File: src/rtl/colgen_pkg.sv
package colgen_pkg;

    typedef enum logic [1:0] {
        ST_IDLE,
        ST_FIXED,
        ST_PAGE,
        ST_FAULT
    } colgen_state_e;

    localparam logic [2:0] LEN_1    = 3'b000;
    localparam logic [2:0] LEN_2    = 3'b001;
    localparam logic [2:0] LEN_4    = 3'b010;
    localparam logic [2:0] LEN_8    = 3'b011;
    localparam logic [2:0] LEN_PAGE = 3'b111;

endpackage

File: src/rtl/colgen_mode_dec.sv
module colgen_mode_dec
    import colgen_pkg::*;
#(
    parameter int COL_W  = 10,
    parameter int PAGE_W = 8
) (
    input  logic [2:0]       len_code,
    input  logic             ilv,
    output logic [COL_W-1:0] wrap_mask,
    output logic             is_page,
    output logic             bad_mode
);

    localparam logic [COL_W-1:0] PAGE_MASK = COL_W'((64'd1 << PAGE_W) - 64'd1);

    always_comb begin
        wrap_mask = '0;
        is_page   = 1'b0;
        bad_mode  = 1'b0;
        case (len_code)
            LEN_1:    wrap_mask = COL_W'(0);
            LEN_2:    wrap_mask = COL_W'(1);
            LEN_4:    wrap_mask = COL_W'(3);
            LEN_8:    wrap_mask = COL_W'(7);
            LEN_PAGE: begin
                wrap_mask = PAGE_MASK;
                is_page   = 1'b1;
                bad_mode  = ilv;
            end
            default:  bad_mode = 1'b1;
        endcase
    end

    initial begin
        assert_page_fits_R6: assert (PAGE_W >= 3 && PAGE_W <= COL_W);
    end

endmodule

File: src/rtl/colgen_addr_gen.sv
module colgen_addr_gen #(
    parameter int COL_W = 10
) (
    input  logic [COL_W-1:0] base_col,
    input  logic [COL_W-1:0] beat,
    input  logic [COL_W-1:0] wrap_mask,
    input  logic             ilv,
    output logic [COL_W-1:0] col
);

    logic [COL_W-1:0] low_seq;
    logic [COL_W-1:0] low_ilv;
    logic [COL_W-1:0] low_sel;

    always_comb begin
        low_seq = (base_col + beat) & wrap_mask;
        low_ilv = (base_col ^ beat) & wrap_mask;
        low_sel = ilv ? low_ilv : low_seq;
        col     = (base_col & ~wrap_mask) | low_sel;
    end

endmodule

File: src/rtl/sdram_burst_colgen.sv
module sdram_burst_colgen
    import colgen_pkg::*;
#(
    parameter int COL_W  = 10,
    parameter int PAGE_W = 8
) (
    input  logic             clk,
    input  logic             rst_n,
    input  logic             start_i,
    input  logic [COL_W-1:0] start_col_i,
    input  logic [2:0]       len_code_i,
    input  logic             ilv_i,
    input  logic             term_i,
    output logic [COL_W-1:0] col_o,
    output logic             valid_o,
    output logic             last_o,
    output logic             err_o
);

    colgen_state_e    state_q, state_d;
    logic [COL_W-1:0] base_q, base_d;
    logic [COL_W-1:0] beat_q, beat_d;
    logic [COL_W-1:0] mask_q, mask_d;
    logic             ilv_q, ilv_d;

    logic [COL_W-1:0] dec_mask;
    logic             dec_page;
    logic             dec_bad;
    logic             final_beat;

    colgen_mode_dec #(.COL_W(COL_W), .PAGE_W(PAGE_W)) u_dec (
        .len_code  (len_code_i),
        .ilv       (ilv_i),
        .wrap_mask (dec_mask),
        .is_page   (dec_page),
        .bad_mode  (dec_bad)
    );

    colgen_addr_gen #(.COL_W(COL_W)) u_addr (
        .base_col  (base_q),
        .beat      (beat_q),
        .wrap_mask (mask_q),
        .ilv       (ilv_q),
        .col       (col_o)
    );

    assign final_beat = (beat_q == mask_q);

    // next-state and datapath load
    always_comb begin
        state_d = state_q;
        base_d  = base_q;
        beat_d  = beat_q;
        mask_d  = mask_q;
        ilv_d   = ilv_q;
        unique case (state_q)
            ST_IDLE: begin
                if (start_i) begin
                    base_d = start_col_i;
                    beat_d = '0;
                    mask_d = dec_mask;
                    ilv_d  = ilv_i;
                    if (dec_bad)       state_d = ST_FAULT;
                    else if (dec_page) state_d = ST_PAGE;
                    else               state_d = ST_FIXED;
                end
            end
            ST_FIXED: begin
                if (term_i || final_beat) state_d = ST_IDLE;
                else                      beat_d  = beat_q + COL_W'(1);
            end
            ST_PAGE: begin
                if (term_i) state_d = ST_IDLE;
                else        beat_d  = (beat_q + COL_W'(1)) & mask_q;
            end
            ST_FAULT: state_d = ST_IDLE;
        endcase
    end

    // state register
    always_ff @(posedge clk) begin
        if (!rst_n) begin
            state_q <= ST_IDLE;
            base_q  <= '0;
            beat_q  <= '0;
            mask_q  <= '0;
            ilv_q   <= 1'b0;
        end else begin
            state_q <= state_d;
            base_q  <= base_d;
            beat_q  <= beat_d;
            mask_q  <= mask_d;
            ilv_q   <= ilv_d;
        end
    end

    // outputs
    always_comb begin
        valid_o = 1'b0;
        last_o  = 1'b0;
        err_o   = 1'b0;
        unique case (state_q)
            ST_IDLE:  ;
            ST_FIXED: begin
                valid_o = 1'b1;
                last_o  = final_beat && !term_i;
            end
            ST_PAGE:  valid_o = 1'b1;
            ST_FAULT: err_o   = 1'b1;
        endcase
    end

    assert_no_beat_on_error_R8: assert property (@(posedge clk) disable iff (!rst_n)
        !(valid_o && err_o));

    assert_err_single_R8: assert property (@(posedge clk) disable iff (!rst_n)
        err_o |=> !err_o && !valid_o);

    assert_last_ends_R5: assert property (@(posedge clk) disable iff (!rst_n)
        last_o |=> !valid_o);

    assert_term_ends_R7: assert property (@(posedge clk) disable iff (!rst_n)
        (valid_o && term_i) |=> !valid_o);

    assert_burst_continues_R9: assert property (@(posedge clk) disable iff (!rst_n)
        (valid_o && !term_i && !last_o) |=> valid_o);

    assert_upper_held_R3: assert property (@(posedge clk) disable iff (!rst_n)
        (valid_o && $past(valid_o)) |-> (((col_o ^ $past(col_o)) & ~mask_q) == '0));

endmodule

File: config.mk
export PLATFORM = sky130hd
export DESIGN_NAME = sdram_burst_colgen
export DESIGN_NICKNAME = d
export VERILOG_FILES = /design/src/rtl/colgen_pkg.sv /design/src/rtl/colgen_mode_dec.sv /design/src/rtl/colgen_addr_gen.sv /design/src/rtl/sdram_burst_colgen.sv
export SDC_FILE = /design/constraint.sdc
export NUM_CORES = 1
export LEC_CHECK = 0
export ABC_AREA = 1
export BUFFER_PORTS_ARGS = -buffer_cell sky130_fd_sc_hd__clkbuf_2
export CAP_MARGIN = 15
export CORE_AREA = 5 5 67 69
export CTS_BUF_LIST = sky130_fd_sc_hd__clkbuf_4 sky130_fd_sc_hd__clkbuf_8
export CTS_CLUSTER_DIAMETER = 100
export DETAILED_ROUTE_END_ITERATION = 16
export DIE_AREA = 0 0 72 74
export PLACE_DENSITY = 0.77
export SLEW_MARGIN = 15
export SYNTH_ARGS = -nofsm -noshare
export SYNTH_HDL_FRONTEND = slang
export SYNTH_SLANG_ARGS = --single-unit
export TNS_END_PERCENT = 5
File: constraint.sdc
create_clock -name clk -period 1.75 [get_ports clk]
set_input_delay 0.2625 -clock clk [delete_from_list [all_inputs] [get_ports clk]]
set_output_delay 0.2625 -clock clk [all_outputs]
set_load 0.02 [all_outputs]
==> results of run 1 <==
cell type report:
class / count / area, µm²
clock buffer: 3 / 41.3
clock inverter: 1 / 8.76
fill: 356 / 1300
inverter: 34 / 128
multi-input combinational: 230 / 1360
sequential: 27 / 544
tap: 50 / 62.6
timing repair buffer: 62 / 414
kinds of logic (layout without fill, tap and decap cells):
group	after synthesis	count (layout)	synth area share [%]
and+or+nand+nor	145	145	31.1
AOI/OAI and AO/OA	61	61	18.3
buffers and inverters	42	100	8.93
DFF	27	27	27.6
adders and majority gates	16	16	10.6
xor gates and xnor gates	8	8	3.57
per-stage QoR:
| stage | power, µW | worst slack, ns |
|---|---|---|
| 2_1_floorplan | 2640 | -0.203 |
| 3_3_place_gp | 3420 | -0.195 |
| 3_5_place_dp | 3470 | -0.242 |
| 4_1_cts | 4000 | -0.407 |
| 5_1_grt | 4530 | -0.515 |
| 6_report | 4140 | -0.417 |
power by group through the flow:
stage	Sequential, µW	Clock, µW	Combinational [µW]
floorplan	986	0	1660
global placement	945	0	2470
detailed placement	951	0	2510
CTS	968	390	2640
global route	997	424	3110
finish	973	379	2780
timing repair:
item,CTS,global route
hold buffers,0,0
resized for setup,23,15
pin swaps,4,4
setup endpoints to repair,17,21
sequential cells by signal, indices dropped and copies added, names as in the netlist:
register / cells
mask_q: 4
ilv_q: 1
base_q: 10
state_q: 2
beat_q: 10
layer usage:
metal	wire (µm)	track usage, %	up-vias
met1	2350	24.3	919
met4	46	6.47	0
met5	0	0	-
li1	-	-	1086
met3	166	2.97	4
met2	2490	35.9	37
worst reg2reg max path: cells and delay by family (launching register included):
| kind | cells | cell delay [ns] |
|---|---|---|
| simple gates | 9 | 0.72 |
| flops | 1 | 0.36 |
| fa+ha+maj | 1 | 0.27 |
| buf+inv | 3 | 0.25 |
| compound gates | 1 | 0.11 |
worst paths after layout:
path / start / endpoint / slack (ns) / cells after the start
min: start_col_i[5] / base_q[5]$_SDFFE_PN0P_ / 0.23 / 3
max reg2reg: beat_q[0]$_SDFFE_PN0P_ / beat_q[1]$_SDFFE_PN0P_ / -0.06 / 14
max: beat_q[0]$_SDFFE_PN0P_ / col_o[6] / -0.42 / 8
min reg2reg: base_q[8]$_SDFFE_PN0P_ / base_q[8]$_SDFFE_PN0P_ / 0.50 / 2
layout by cell type, fill, tap and decap left out, types with 2 or more instances in the layout:
master	n
nor2_1	54
o211ai_1	2
o21ai_0	24
ha_1	10
buf_4	36
nand2_2	4
xnor2_1	2
o21ai_1	6
dfxtp_1	24
clkbuf_8	4
ha_4	5
dfxtp_2	3
nand3b_1	4
clkbuf_4	2
clkbuf_2	22
a21oi_1	17
inv_2	2
inv_1	32
nand2_1	63
xor2_1	6
nand3_1	12
a21oi_2	4
nor3_1	2
==> reports/summary.txt, run 1 <==
peak supply drop: 894 µV
Clock Sinks: 27
Top delay family on crit path: adder cells
Yosys reg bits: 27
CTS tree: done
Non-Filler Instances: 407
violated checks: setup timing
Worst Max-Slew Pin Slew: 0.460 ns
synth warn: 0
syn nets: 333
leakage power: 0.00120 µW
Distinct cells, synth: 32
MaxCap Viol Count: 0
initial antenna violation count: 0
vias in the first global route: 1955
data arrival time of the worst path: 1.90 ns
CP max stage cell: dfxtp_2
Comb pwr share: 67.3%
largest net degree at the start of global routing: 26
async set-reset flop share out of synthesis: 0%
share of layout cells above drive strength 1: 25.8%
worst setup margin: -0.417 ns
most used cell, CP: nand3b_1
period utilization: 124%
Hold WC Path Type: in2reg
DRC Markers: 0
post-layout min period: 2.17 ns
Hold Slack: 0.227 ns
crit path max fanout: 3
PwrDens: 1620 nW/µm²
setup TNS: -2.55 ns
EDFF count, synth: 0
vias per inst: 5.03
Clock Tree Buf Depth: 2
DR pass1 iterations: 4
Initial Utilization: 50.9%
Synth top area share: 27.6%
CP cell instances: ha_4 > inv_2 > fa_2 > nor3_1 > nand3b_1 > nand3b_1 > a31oi_2 > clkbuf_8
status: complete, but fails checks
clock-pin slew on the worst setup and hold paths: 0.10 ns
wirelength, routed: 5050 µm
slowest stage delay, CP: 0.36 ns
Final ANT Viol Nets: 0
Die H: 74 µm
Mapped Cells: 299
Critical Path RT: 1.49 ns
I/O Pins: 31
final instance area: 2560 µm²
Mapped Area: 1960 µm²
final setup fails: 15
placed cell area: 2380 µm²
Top FF cell, synth: dfxtp_1
Layout Nets: 392
Worst slew margin: 69.4%
dpl cells: 403
Mean Syn Cell Area: 6.56 µm²
final core occ: 66.4%
H-tree level count: 1
share of power burned in registers: 23.5%
Congestion Overflow GR: 0
sw frac: 46.9%
root buf cell: clkbuf_8
Synth top cells by count: 65 x nand2_1, 55 x nor2_1, 34 x inv_1
CP bufs+invs: 2
buffers added on ports: 30
first-pass GRT wire length: 8510 µm
unrepaired setup endpoints after global routing: yes
Post-CTS Setup Bufs: 0
Final Hold Viols: 0
Die X: 72 µm
critical path class: reg2out
Seq/Total Area, Yosys: 27.6%
via count: 2046
top-count cell post-synth: nand2_1
layout overhead on the synthesized area: 30.4%
Detailed Route Iter0 Violations: 98
clk_lat worst skew: 0.28 ns
DP HPWL: 3810 µm
Clock Skew: 0.00440 ns
ranking of synthesized cells by area: dfxtp_1 28%, nand2_1 12%, nor2_1 11%
Internal Power: 2200 µW
GR Util All Layers: 19.9%
crit path launch type: flop
clock share of power: 9.2%
ant diodes: 0
average wire per standard cell: 12.4 µm
Fmax: 461 MHz
CP Capture Type: output port
RePlAce Congestion: 0.869
Pins Over Slew Limit: 0
Yosys top cell by area: dfxtp_1
Rows: 23
number of buffers created by CTS: 3
area of the die: 5330 µm²
Psw: 1940 µW
core region area: 3860 µm²
No activity file was read; power rests on OpenSTA's default activity.
==> run 2, diff against run 1 <==
REMOVE_ABC_BUFFERS = 1   (was unset)
==> run 2 against run 1 <==
The run still ends with setup timing left. Sequential power increased by 4%. Core utilization up 0.29 points. Die area unchanged. Combinational power shrank 1%. Non-clock buffer count increased by 1. Count of clock-buffer cells in the layout stayed put. Highest routed layer unchanged. Fmax grew 1.4%. Critical path type unchanged. Global-route usage is 0.19 points lower. Clock power rose by 4%. Critical path depth did not move. First-iteration DRC count is 13% higher.
==> reports/summary.txt, run 2 (synthesized netlist as in run 1, its figures left out) <==
vias per inst: 5.14
most frequent cells in the layout: 64 x nand2_1, 54 x nor2_1, 38 x buf_4
Clock Sinks: 27
final setup fails: 20
Fmax: 468 MHz
Die H: 74 µm
clk_lat worst skew: 0.29 ns
MaxCap Viol Count: 0
Initial Utilization: 50.9%
slowest stage delay, CP: 0.39 ns
Clock Tree Buf Depth: 2
Die X: 72 µm
Critical Path RT: 1.49 ns
footprint of the multi-input gates: 1350 µm²
share of layout cells above drive strength 1: 27.7%
Largest regs: base_q: 10 flops, beat_q: 10 flops, mask_q: 4 flops
Seq. cell area: 552 µm²
commonest non-fill, non-tap cell in the layout: nand2_1
post-layout min period: 2.14 ns
ant diodes: 0
violated checks: setup timing
CP cell instances: ha_4 > inv_2 > fa_2 > nor3_2 > nand3b_1 > nand3b_1 > a31oi_1 > buf_4
period utilization: 122%
dpl ws: -0.238 ns
PwrDens: 1610 nW/µm²
number of buffers created by CTS: 3
critical path class: reg2out
largest net degree at the start of global routing: 26
DP HPWL: 3720 µm
RePlAce Congestion: 0.895
buffers added on ports: 30
Final Hold Viols: 0
leakage power: 0.00121 µW
peak supply drop: 899 µV
status: complete, but fails checks
wirelength, routed: 5040 µm
placed cell area: 2390 µm²
initial antenna violation count: 0
final instance area: 2570 µm²
vias in the first global route: 1881
Fill cells: 355
Worst slew margin: 66.3%
CP max stage cell: fa_2
crit path max fanout: 3
Congestion Overflow GR: 0
most used cell, CP: nand3b_1
crit path launch type: flop
root buf cell: clkbuf_8
DRC Markers: 0
CP Capture Type: output port
Final ANT Viol Nets: 0
data arrival time of the worst path: 1.88 ns
Worst Max-Slew Pin Slew: 0.506 ns
Hold Slack: 0.215 ns
area of the die: 5330 µm²
Layout Nets: 393
DR pass1 iterations: 4
layout overhead on the synthesized area: 31.0%
H-tree level count: 1
Rows: 23
unrepaired setup endpoints after global routing: yes
Hold WC Path Type: in2reg
Detailed Route Iter0 Violations: 111
worst setup margin: -0.388 ns
core region area: 3860 µm²
Pins Over Slew Limit: 0
average wire per standard cell: 12.4 µm
GR Util All Layers: 19.7%
CTS tree: done
Clock Skew: 0.00809 ns
setup TNS: -4.02 ns
CTS Hold Buffers Added: 0
clock-pin slew on the worst setup and hold paths: 0.11 ns
first-pass GRT wire length: 8310 µm
via count: 2097
I/O Pins: 31
run 2: layer usage:
layer / wire, µm / up-vias / global-route usage (%)
met4: 60 / 0 / 6.89
met3: 190 / 5 / 2.57
met5: 0 / - / 0
li1: - / 1084 / -
met1: 2230 / 963 / 23.8
met2: 2560 / 45 / 35.9
run 2: layout make-up:
type                    instances  share of cell area (%)
multi-input cells             230                    52.4
flip-flops and latches         27                    21.5
repair buffers                 63                    16.7
inverters                      34                    4.97
well taps                      50                    2.43
clock buffers                   3                    1.61
clock inverters                 1                   0.341
run 2: path summary, 6_finish.rpt:
| path | start | endpoint | slack, ns | cells past startpoint |
|---|---|---|---|---|
| max | beat_q[0]$_SDFFE_PN0P_ | col_o[6] | -0.39 | 8 |
| min | start_col_i[7] | base_q[7]$_SDFFE_PN0P_ | 0.22 | 3 |
| max reg2reg | beat_q[0]$_SDFFE_PN0P_ | beat_q[8]$_SDFFE_PN0P_ | -0.18 | 15 |
| min reg2reg | base_q[9]$_SDFFE_PN0P_ | base_q[9]$_SDFFE_PN0P_ | 0.49 | 2 |
run 2: metrics by stage:
step / power, µW / util, % / instances
2_1_floorplan: 2540 / - / 291
3_3_place_gp: 3420 / 61.9 / 404
3_5_place_dp: 3480 / 61.9 / 404
4_1_cts: 4020 / 65.0 / 408
5_1_grt: 4550 / 66.6 / 408
6_report: 4140 / 66.6 / 408
run 2: repair_timing:
action	in CTS	in global routing
gates cloned	0	0
hold endpoints to repair	0	0
gates resized for setup	24	26
pin swaps	6	2
buffers inserted	0	0
endpoints found under the setup margin	21	21
run 2: critical path: cells and delay by family, from the launching register on:
family / cells / cell delay (ns)
AO/OA/AOI/OAI: 1 / 0.13
adder cells (fa/ha/maj): 2 / 0.53
buffers and inverters: 2 / 0.20
flip-flops: 1 / 0.37
AND/OR/NAND/NOR: 3 / 0.35
run 2: power breakdown:
| part | total [µW] | switching [µW] | internal [µW] |
|---|---|---|---|
| Sequential | 1010 | 182 | 831 |
| Combinational | 2740 | 1530 | 1200 |
| Clock | 394 | 226 | 168 |
==> run 3, diff against run 2 <==
MAX_ROUTING_LAYER = met4   (was unset)
RECOVER_POWER = 25   (was unset)
==> run 3 against run 2 <==
The flow still finishes with violations (setup timing). Final cell count unchanged. First-iteration DRC count down 15%. Design area is 0.24% lower. Critical path type unchanged. Clock skew about the same. Sequential power barely moved. Global-route usage increased by 0.71 points. Non-clock buffer count is the same. Count of clock-buffer cells in the layout is the same. Wire length down 0.20%. Worst setup slack worse by 0.0025 ns. Power fell by 0.35%.
==> reports/summary.txt, run 3 (synthesized netlist as in run 1, its figures left out) <==
wirelength, routed: 5030 µm
DP HPWL: 3720 µm
GR peak layer: met2
via count: 2091
Critical Path RT: 1.49 ns
average wire per standard cell: 12.3 µm
Die H: 74 µm
Detailed Route Iter0 Violations: 94
PwrDens: 1610 nW/µm²
Pins Over Slew Limit: 0
Die X: 72 µm
area of the die: 5330 µm²
DRC Markers: 0
critical path class: reg2out
violated checks: setup timing
vias in the first global route: 1883
I/O Pins: 31
H-tree level count: 1
layout overhead on the synthesized area: 30.7%
Layout Nets: 393
leakage power: 0.00120 µW
clk_lat worst skew: 0.29 ns
final setup fails: 20
status: complete, but fails checks
core region area: 3860 µm²
CP Capture Type: output port
crit path max fanout: 3
Clock Sinks: 27
Fill cells: 358
CP max stage cell: fa_2
dpl cells: 404
data arrival time of the worst path: 1.88 ns
number of buffers created by CTS: 3
DR pass1 iterations: 5
Congestion Overflow GR: 0
GR Util All Layers: 20.4%
Initial Utilization: 50.9%
Rows: 23
ant diodes: 0
CP cell instances: ha_4 > inv_2 > fa_2 > nor3_2 > nand3b_1 > nand3b_1 > a31oi_1 > buf_4
most frequent cells in the layout: 64 x nand2_1, 54 x nor2_1, 37 x buf_4
largest net degree at the start of global routing: 26
Hold Slack: 0.217 ns
Worst slew margin: 66.5%
grt met3 use: 2.84%
Hold WC Path Type: in2reg
clock-pin slew on the worst setup and hold paths: 0.11 ns
Non-Filler Instances: 408
first-pass GRT wire length: 8340 µm
unrepaired setup endpoints after global routing: yes
GRT met1 Usage: 23.9%
root buf cell: clkbuf_8
Final Hold Viols: 0
period utilization: 122%
Largest regs: base_q: 10 flops, beat_q: 10 flops, mask_q: 4 flops
most used cell, CP: nand3b_1
peak supply drop: 889 µV
vias per inst: 5.13
buffers added on ports: 30
MaxCap Viol Count: 0
Worst Max-Slew Pin Slew: 0.503 ns
share of layout cells above drive strength 1: 26.8%
CTS tree: done
initial antenna violation count: 0
Fmax: 467 MHz
slowest stage delay, CP: 0.39 ns
Clock Tree Buf Depth: 2
worst setup margin: -0.390 ns
commonest non-fill, non-tap cell in the layout: nand2_1
post-layout min period: 2.14 ns
Clock Skew: 0.00815 ns
Final ANT Viol Nets: 0
GR Util met2: 35.9%
crit path launch type: flop
RePlAce Congestion: 0.911
[run 3: cell count changes in the layout (fill, tap and decap cells not counted)]
cell / previous run / this run
buf_4: 38 / 37
dfxtp_2: 9 / 8
dfxtp_1: 18 / 19
clkbuf_2: 22 / 21
clkbuf_1: 0 / 2
[run 3: timing repair]
item,CTS,global route
hold buffers,0,0
buffers inserted,0,0
setup endpoints to repair,21,21
pin swaps,6,2
gates resized for setup,24,26
[run 3: through the flow]
stage	total power (µW)	setup slack (ns)	setup TNS (ns)	cell area [µm²]	util, %
2_1_floorplan	2540	-0.489	-1.41	1910	-
3_3_place_gp	3420	-0.204	-1.22	2390	61.9
3_5_place_dp	3480	-0.238	-2.28	2390	61.9
4_1_cts	4020	-0.397	-4.48	2500	65.0
5_1_grt	4540	-0.555	-7.66	2560	66.5
6_report	4130	-0.390	-4.08	2560	66.5
[run 3: worst paths after layout]
check                         startpoint                      to  slack, ns  cells past startpoint
setup / recovery  beat_q[0]$_SDFFE_PN0P_                col_o[6]      -0.39                      8
hold reg to reg   base_q[9]$_SDFFE_PN0P_  base_q[9]$_SDFFE_PN0P_       0.49                      2
setup reg to reg  beat_q[0]$_SDFFE_PN0P_  beat_q[8]$_SDFFE_PN0P_      -0.19                     15
hold / removal            start_col_i[7]  base_q[7]$_SDFFE_PN0P_       0.22                      3
[run 3: where the power goes]
part | switching [µW] | leakage (µW) | internal [µW]
clock network | 226 | 0.0000261 | 168
registers | 183 | 0.000225 | 828
logic | 1530 | 0.000950 | 1190
[run 3: cell type report]
type | count | area [µm²] | area share [%]
Clock buffer | 3 | 41.3 | 1.61
Clock inverter | 1 | 8.76 | 0.342
Inverter | 34 | 128 | 4.98
Multi-Input combinational cell | 230 | 1350 | 52.6
Sequential cell | 27 | 551 | 21.5
Tap cell | 50 | 62.6 | 2.44
Timing Repair Buffer | 63 | 425 | 16.6
[run 3: worst max-delay path, delay by kind of cell, from the launching register on]
kind / cells / cell delay [ns]
AO/OA/AOI/OAI: 1 / 0.13
adder cells (fa/ha/maj): 2 / 0.54
buffers and inverters: 2 / 0.20
flip-flops: 1 / 0.37
AND/OR/NAND/NOR: 3 / 0.35
[run 3: routing by layer]
| layer | share of wire (%) | up-vias |
|---|---|---|
| li1 | - | 1083 |
| met1 | 44 | 962 |
| met2 | 51 | 41 |
| met3 | 3.6 | 5 |
| met4 | 1.2 | 0 |
| met5 | 0 | - |
